==> src/rtl/ecc_log_pkg.sv <==
package ecc_log_pkg;

   // register word indices
   localparam int unsigned REG_CTRL  = 0;
   localparam int unsigned REG_MASK  = 1;
   localparam int unsigned REG_VEC   = 2;
   localparam int unsigned REG_CODE  = 3;
   localparam int unsigned REG_ADDR  = 4;
   localparam int unsigned REG_DATA0 = 5;

   localparam int unsigned NVEC = 2;

   // control word: bit 0 enable, bit 1 read flag, bit 2 write flag, bit 3 double-only log
   typedef struct packed {
      logic dbl_only;
      logic wr_flag;
      logic rd_flag;
      logic en;
   } ctrl_t;

   localparam int unsigned CTRL_W = $bits(ctrl_t);

endpackage

==> src/rtl/ecc_qualify.sv <==
module ecc_qualify
   import ecc_log_pkg::*;
(
   input  logic  wide_mode,
   input  ctrl_t ctrl,
   input  logic  err_valid,
   input  logic  err_single,
   input  logic  err_double,
   input  logic  err_is_write,
   output logic  hit_any,
   output logic  hit_dbl,
   output logic  rd_flag,
   output logic  wr_flag
);

   logic active;

   always_comb begin
      active  = err_valid & wide_mode & ctrl.en;
      hit_dbl = active & err_double;
      hit_any = active & (err_single | err_double);
      rd_flag = hit_dbl & ctrl.rd_flag & ~err_is_write;
      wr_flag = hit_dbl & ctrl.wr_flag &  err_is_write;
   end

endmodule

==> src/rtl/ecc_irq_vector.sv <==
module ecc_irq_vector #(
   parameter int unsigned NBITS = 2
) (
   input  logic             clk,
   input  logic             rst_n,
   input  logic [NBITS-1:0] set_i,
   input  logic [NBITS-1:0] clr_i,
   input  logic [NBITS-1:0] mask_i,
   output logic [NBITS-1:0] vec_q,
   output logic             irq
);

   generate
      if (NBITS < 1) begin : g_bad
         $error("ecc_irq_vector: NBITS must be at least 1");
      end
   endgenerate

   // one pending flop per bit; a set in the clearing cycle wins
   for (genvar b = 0; b < NBITS; b++) begin : g_bit
      always_ff @(posedge clk or negedge rst_n) begin
         if (!rst_n)
            vec_q[b] <= 1'b0;
         else if (set_i[b])
            vec_q[b] <= 1'b1;
         else if (clr_i[b])
            vec_q[b] <= 1'b0;
      end
   end

   assign irq = |(vec_q & mask_i);

endmodule

==> src/rtl/ecc_log_capture.sv <==
module ecc_log_capture #(
   parameter int unsigned CODE_W = 8,
   parameter int unsigned ADDR_W = 32,
   parameter int unsigned DATA_W = 64
) (
   input  logic              clk,
   input  logic              rst_n,
   input  logic              trig,
   input  logic              frozen,
   input  logic [CODE_W-1:0] code_i,
   input  logic [ADDR_W-1:0] addr_i,
   input  logic [DATA_W-1:0] data_i,
   output logic [CODE_W-1:0] code_q,
   output logic [ADDR_W-1:0] addr_q,
   output logic [DATA_W-1:0] data_q
);

   logic take;
   assign take = trig & ~frozen;

   always_ff @(posedge clk or negedge rst_n) begin
      if (!rst_n) begin
         code_q <= '0;
         addr_q <= '0;
         data_q <= '0;
      end else if (take) begin
         code_q <= code_i;
         addr_q <= addr_i;
         data_q <= data_i;
      end
   end

endmodule

==> src/rtl/ecc_err_log.sv <==
module ecc_err_log
   import ecc_log_pkg::*;
#(
   parameter int unsigned CODE_W = 8,
   parameter int unsigned ADDR_W = 32,
   parameter int unsigned DATA_W = 64,
   parameter int unsigned REG_W  = 32,
   parameter int unsigned RA_W   = 3
) (
   input  logic              clk,
   input  logic              rst_n,
   input  logic              wide_mode,
   input  logic              err_valid,
   input  logic              err_single,
   input  logic              err_double,
   input  logic              err_is_write,
   input  logic [CODE_W-1:0] err_code,
   input  logic [ADDR_W-1:0] err_addr,
   input  logic [DATA_W-1:0] err_data,
   input  logic              reg_wr,
   input  logic [RA_W-1:0]   reg_addr,
   input  logic [REG_W-1:0]  reg_wdata,
   output logic [REG_W-1:0]  reg_rdata,
   output logic              rd_resp_err,
   output logic              wr_resp_err,
   output logic              irq
);

   localparam int unsigned NWORDS = DATA_W / REG_W;
   localparam int unsigned NREG   = REG_DATA0 + NWORDS;

   localparam logic [RA_W-1:0] A_CTRL = RA_W'(REG_CTRL);
   localparam logic [RA_W-1:0] A_MASK = RA_W'(REG_MASK);
   localparam logic [RA_W-1:0] A_VEC  = RA_W'(REG_VEC);
   localparam logic [RA_W-1:0] A_CODE = RA_W'(REG_CODE);
   localparam logic [RA_W-1:0] A_ADDR = RA_W'(REG_ADDR);

   generate
      if (DATA_W % REG_W != 0) begin : g_bad_data
         $error("ecc_err_log: DATA_W must be a multiple of REG_W");
      end
      if (CODE_W > REG_W || ADDR_W > REG_W) begin : g_bad_field
         $error("ecc_err_log: CODE_W and ADDR_W must fit a register word");
      end
      if ((1 << RA_W) < NREG) begin : g_bad_ra
         $error("ecc_err_log: RA_W too narrow for the register window");
      end
      if (REG_W < CTRL_W + 1) begin : g_bad_reg
         $error("ecc_err_log: REG_W too narrow");
      end
   endgenerate

   ctrl_t             ctrl_q;
   logic [NVEC-1:0]   mask_q;
   logic [NVEC-1:0]   vec_q;
   logic [NVEC-1:0]   vec_clr;
   logic              hit_any, hit_dbl;
   logic              log_trig, log_frozen;
   logic [CODE_W-1:0] log_code;
   logic [ADDR_W-1:0] log_addr;
   logic [DATA_W-1:0] log_data;
   logic              wdata_unused;

   assign wdata_unused = ^reg_wdata[REG_W-1:CTRL_W];

   // control and mask words
   always_ff @(posedge clk or negedge rst_n) begin
      if (!rst_n) begin
         ctrl_q <= '0;
         mask_q <= '0;
      end else if (reg_wr) begin
         if (reg_addr == A_CTRL) ctrl_q <= ctrl_t'(reg_wdata[CTRL_W-1:0]);
         if (reg_addr == A_MASK) mask_q <= reg_wdata[NVEC-1:0];
      end
   end

   assign vec_clr = (reg_wr && reg_addr == A_VEC) ? reg_wdata[NVEC-1:0] : '0;

   ecc_qualify u_qual (
      .wide_mode    (wide_mode),
      .ctrl         (ctrl_q),
      .err_valid    (err_valid),
      .err_single   (err_single),
      .err_double   (err_double),
      .err_is_write (err_is_write),
      .hit_any      (hit_any),
      .hit_dbl      (hit_dbl),
      .rd_flag      (rd_resp_err),
      .wr_flag      (wr_resp_err)
   );

   ecc_irq_vector #(.NBITS(NVEC)) u_vec (
      .clk    (clk),
      .rst_n  (rst_n),
      .set_i  ({hit_dbl, hit_any}),
      .clr_i  (vec_clr),
      .mask_i (mask_q),
      .vec_q  (vec_q),
      .irq    (irq)
   );

   // the governing pending bit, as it will stand after this cycle's clear
   always_comb begin
      if (ctrl_q.dbl_only) begin
         log_trig   = hit_dbl;
         log_frozen = vec_q[1] & ~vec_clr[1];
      end else begin
         log_trig   = hit_any;
         log_frozen = vec_q[0] & ~vec_clr[0];
      end
   end

   ecc_log_capture #(.CODE_W(CODE_W), .ADDR_W(ADDR_W), .DATA_W(DATA_W)) u_log (
      .clk    (clk),
      .rst_n  (rst_n),
      .trig   (log_trig),
      .frozen (log_frozen),
      .code_i (err_code),
      .addr_i (err_addr),
      .data_i (err_data),
      .code_q (log_code),
      .addr_q (log_addr),
      .data_q (log_data)
   );

   // read window
   always_comb begin
      reg_rdata = '0;
      case (reg_addr)
         A_CTRL:  reg_rdata = REG_W'(ctrl_q);
         A_MASK:  reg_rdata = REG_W'(mask_q);
         A_VEC:   reg_rdata = REG_W'(vec_q);
         A_CODE:  reg_rdata = REG_W'(log_code);
         A_ADDR:  reg_rdata = REG_W'(log_addr);
         default: reg_rdata = '0;
      endcase
      for (int w = 0; w < int'(NWORDS); w++) begin
         if (reg_addr == RA_W'(REG_DATA0 + w))
            reg_rdata = log_data[w*REG_W +: REG_W];
      end
   end

endmodule

==> config.mk <==
export PLATFORM = sky130hd
export DESIGN_NAME = ecc_err_log
export DESIGN_NICKNAME = d
export VERILOG_FILES = /design/src/rtl/ecc_log_pkg.sv /design/src/rtl/ecc_qualify.sv /design/src/rtl/ecc_irq_vector.sv /design/src/rtl/ecc_log_capture.sv /design/src/rtl/ecc_err_log.sv
export SDC_FILE = /design/constraint.sdc
export NUM_CORES = 1
export LEC_CHECK = 0
export CAP_MARGIN = 5
export CORE_UTILIZATION = 49
export DETAILED_ROUTE_END_ITERATION = 16
export PLACE_DENSITY = 0.93
export SYNTH_ARGS = -nofsm -noshare
export SYNTH_HDL_FRONTEND = slang
export SYNTH_SLANG_ARGS = --single-unit
export TNS_END_PERCENT = 20
==> constraint.sdc <==
create_clock -name clk -period 2.9 [get_ports clk]
set_input_delay 0.58 -clock clk [delete_from_list [all_inputs] [get_ports clk]]
set_output_delay 0.58 -clock clk [all_outputs]
set_load 0.05 [all_outputs]
==> metrics.cfg, run 1 <==
[outcome]
status = finished, final reports clean

[setup_path]
crit_type = primary input to output port
worstReg2RegStart = ctrl_q[0]
cp_max_fo = 16
start_kind = primary input
worst-r2r-cell-count = 4
end_kind = output port
rrSetupSlack_ns = 1.04
rr_endpoint = u_log.data_q[47]
cp.arrival_ns = 2.25
crit_required_ns = 2.32

[synthesis]
synth_warnings = 0
synthFlopType = dfrtp_1
synth.most_common_cell = dfrtp_1
async_reset_ff_share_pct = 100
syn-num-nets = 554
syn_area_sq_um = 5220
avgSynthCellArea_sq_um = 12.8
ys_seq_elements = 112
synth_top_area_share_pct = 53.7
yosys-top-cells-area = dfrtp_1 54%, mux2_1 13%, mux2_2 11%
yosysTopAreaCell = dfrtp_1
ys_types = 31
netlist_top_cells_count = 112 x dfrtp_1, 60 x mux2_1, 50 x mux2_2
synth_edf_count = 0
seq_area_frac_synth_pct = 53.7
synthCells = 407

[finish]
area_delta_synth_final_pct = 43.3
nNetsFinal = 704
final_layout_size_suffix_gt1_share_pct = 20.8
num_antenna_cells = 0
finish.instance_area_sq_um = 7480

[die]
start_util_pct = 50.5
die_height_um = 105
io_pins = 182
dieArea_sq_um = 11100
num_rows = 37
die_x_um = 105
core_area_sq_um = 10300

[clock_network]
postCtsHoldBufs = 0
postCtsSetupBuffers = 0
numCtsBuffers = 9
clock-sinks = 112
clkLatencyLatePin_ns = 0.36
post_cts_resized = 0
path_clk_slew_ns = 0.11
clock_path_buffers = 2
htree_levels = 3
tritoncts = done
root_buffer = clkbuf_8

[place]
gp_congestion = 0.839
placed_cell_area_sq_um = 7300
numPortBuffers = 153
place_hpwl_um = 9550

[timing]
slew_viol_final = 0
clock.fmax_mhz = 353
setup_violations = 0
fin_skew_ns = 0.0122
relSlewSlack_pct = 49.5
fin_crit_sh_pct = 97.7
finalCriticalPeriod_ns = 2.83
hold_viol = 0
setup_tns_ns = 0
tightest_slew_ns = 0.758
rsz0062_at_grt = false

[power_and_ir_drop]
peakVddDrop_v = 0.000350
leakagePower_nw = 3.22
powerDensity_nw_per_um2 = 780

[routing]
drt_iter0_drc = 109
dr.pass1.iters = 4
via_per_inst = 5.57
drc = 0
drt-total-wl_um = 13100
wire_per_inst_um = 18.8
vias = 3886
ant_nets = 0

[min_path]
min_path_type = primary input to async pin

[global_route]
grt_pass1_wl_um = 21100
grt_antenna_before_repair = 0
grt_pass1_vias = 4118
grt_usage_pct = 24.6
grt-ovfl-total = 0
grt_max_degree = 61

[job]
maxCapViolations = 0

[kinds of logic (layout without fill, tap and decap cells)]
kind of cell    after synthesis  after routing  synth area share (%)
mux                         142            142                  29.9
flops                       112            112                  53.7
simple gates                 75             75                  7.65
compound gates               51             51                  6.16
buf+inv                      27            182                  2.57
[cells in the final DEF, fill, tap and decap left out]
master,synthesis,layout
nand3_1,2,2
o2111ai_1,1,1
buf_12,0,39
clkinv_4,0,2
o32ai_4,0,1
and3_1,1,1
a221oi_1,2,2
a21oi_1,6,6
nor2b_4,0,1
clkbuf_8,0,10
a22oi_1,2,2
and3b_1,2,2
clkbuf_1,12,1
buf_4,6,9
a22o_1,5,5
nor3b_1,1,1
clkinv_2,0,1
nor4b_1,1,1
o221ai_1,2,2
and4bb_1,1,1
clkdlybuf4s50_1,0,117
mux2_2,50,50
nand2b_1,2,2
or2_2,1,1
o21ai_0,28,28
nor2_1,4,4
nor2b_1,4,3
o22a_1,2,2
inv_6,0,2
buf_2,8,1
a21boi_1,2,2
and2_1,25,25
mux2i_1,32,32
mux2_1,60,60
dfrtp_1,112,112
and4_1,1,1
nand2_1,30,30
[final cells by class]
class	count	area (sq um)
clock buffers	11	141
clock inverters	5	40.0
fillers	667	2850
multi-input cells	268	2300
flip-flops and latches	112	2800
well taps	136	170
repair buffers	166	2020
[worst max-delay path by stage]
stage / depth (start not counted) / slack, ns / startpoint / end
after floorplan: 6 / 0.15 / reg_addr[0] / reg_rdata[2]
after global placement: 7 / 0.18 / reg_addr[1] / reg_rdata[2]
after detailed placement: 6 / 0.14 / reg_addr[1] / u_log.data_q[45]
after CTS: 7 / 0.11 / reg_addr[1] / reg_rdata[2]
after global routing: 7 / 0.0009 / reg_addr[1] / reg_rdata[0]
final: 7 / 0.07 / reg_addr[1] / reg_rdata[2]
[per-stage QoR]
stage                     power (mW)  utilization (%)  cells  setup WS (ns)  hold WS, ns
after floorplan                 3.97                -    407          0.146        0.284
after global placement          4.82             70.7    682          0.178        0.466
after detailed placement        5.00             70.7    682          0.144        0.474
after CTS                       5.86             72.4    698          0.115        0.295
after global routing            6.15             72.4    698       0.000885        0.320
final                           5.83             72.4    698         0.0670        0.268
[report_power, final]
group / internal (mW) / leakage (nW) / switching [mW]
registers: 2.32 / 1.37 / 0.414
logic: 1.23 / 1.76 / 0.988
clock network: 0.346 / 0.0943 / 0.529
[routing by layer]
metal	global-route usage, %	vias to the layer above	part of all wire [%]	wire (um)
li1	-	1739	-	-
met1	30.8	1978	43	5600
met2	43.6	146	51	6730
met3	3.99	23	4.5	585
met4	7.24	0	1.4	188
met5	0	-	0	0
[registers in the layout, summed over array words and instances, names as in the netlist]
name          flops
ctrl_q            4
mask_q            2
u_log.addr_q     32
u_log.code_q      8
u_log.data_q     64
u_vec.vec_q       2
[critical path, stage by stage]
cell and delay [ns]:
clkdlybuf4s50_1 0.58, buf_4 0.23, buf_4 0.24, nor2_1 0.07
a21oi_1 0.21, a21oi_1 0.15, buf_12 0.17
Power figures use the tool's default switching activity.
==> run 2, diff against run 1 <==
- HOLD_SLACK_MARGIN: unset -> 0.12
==> results of run 2 <==
No change in the layout: final DEF, timing and power equal those of run 1.
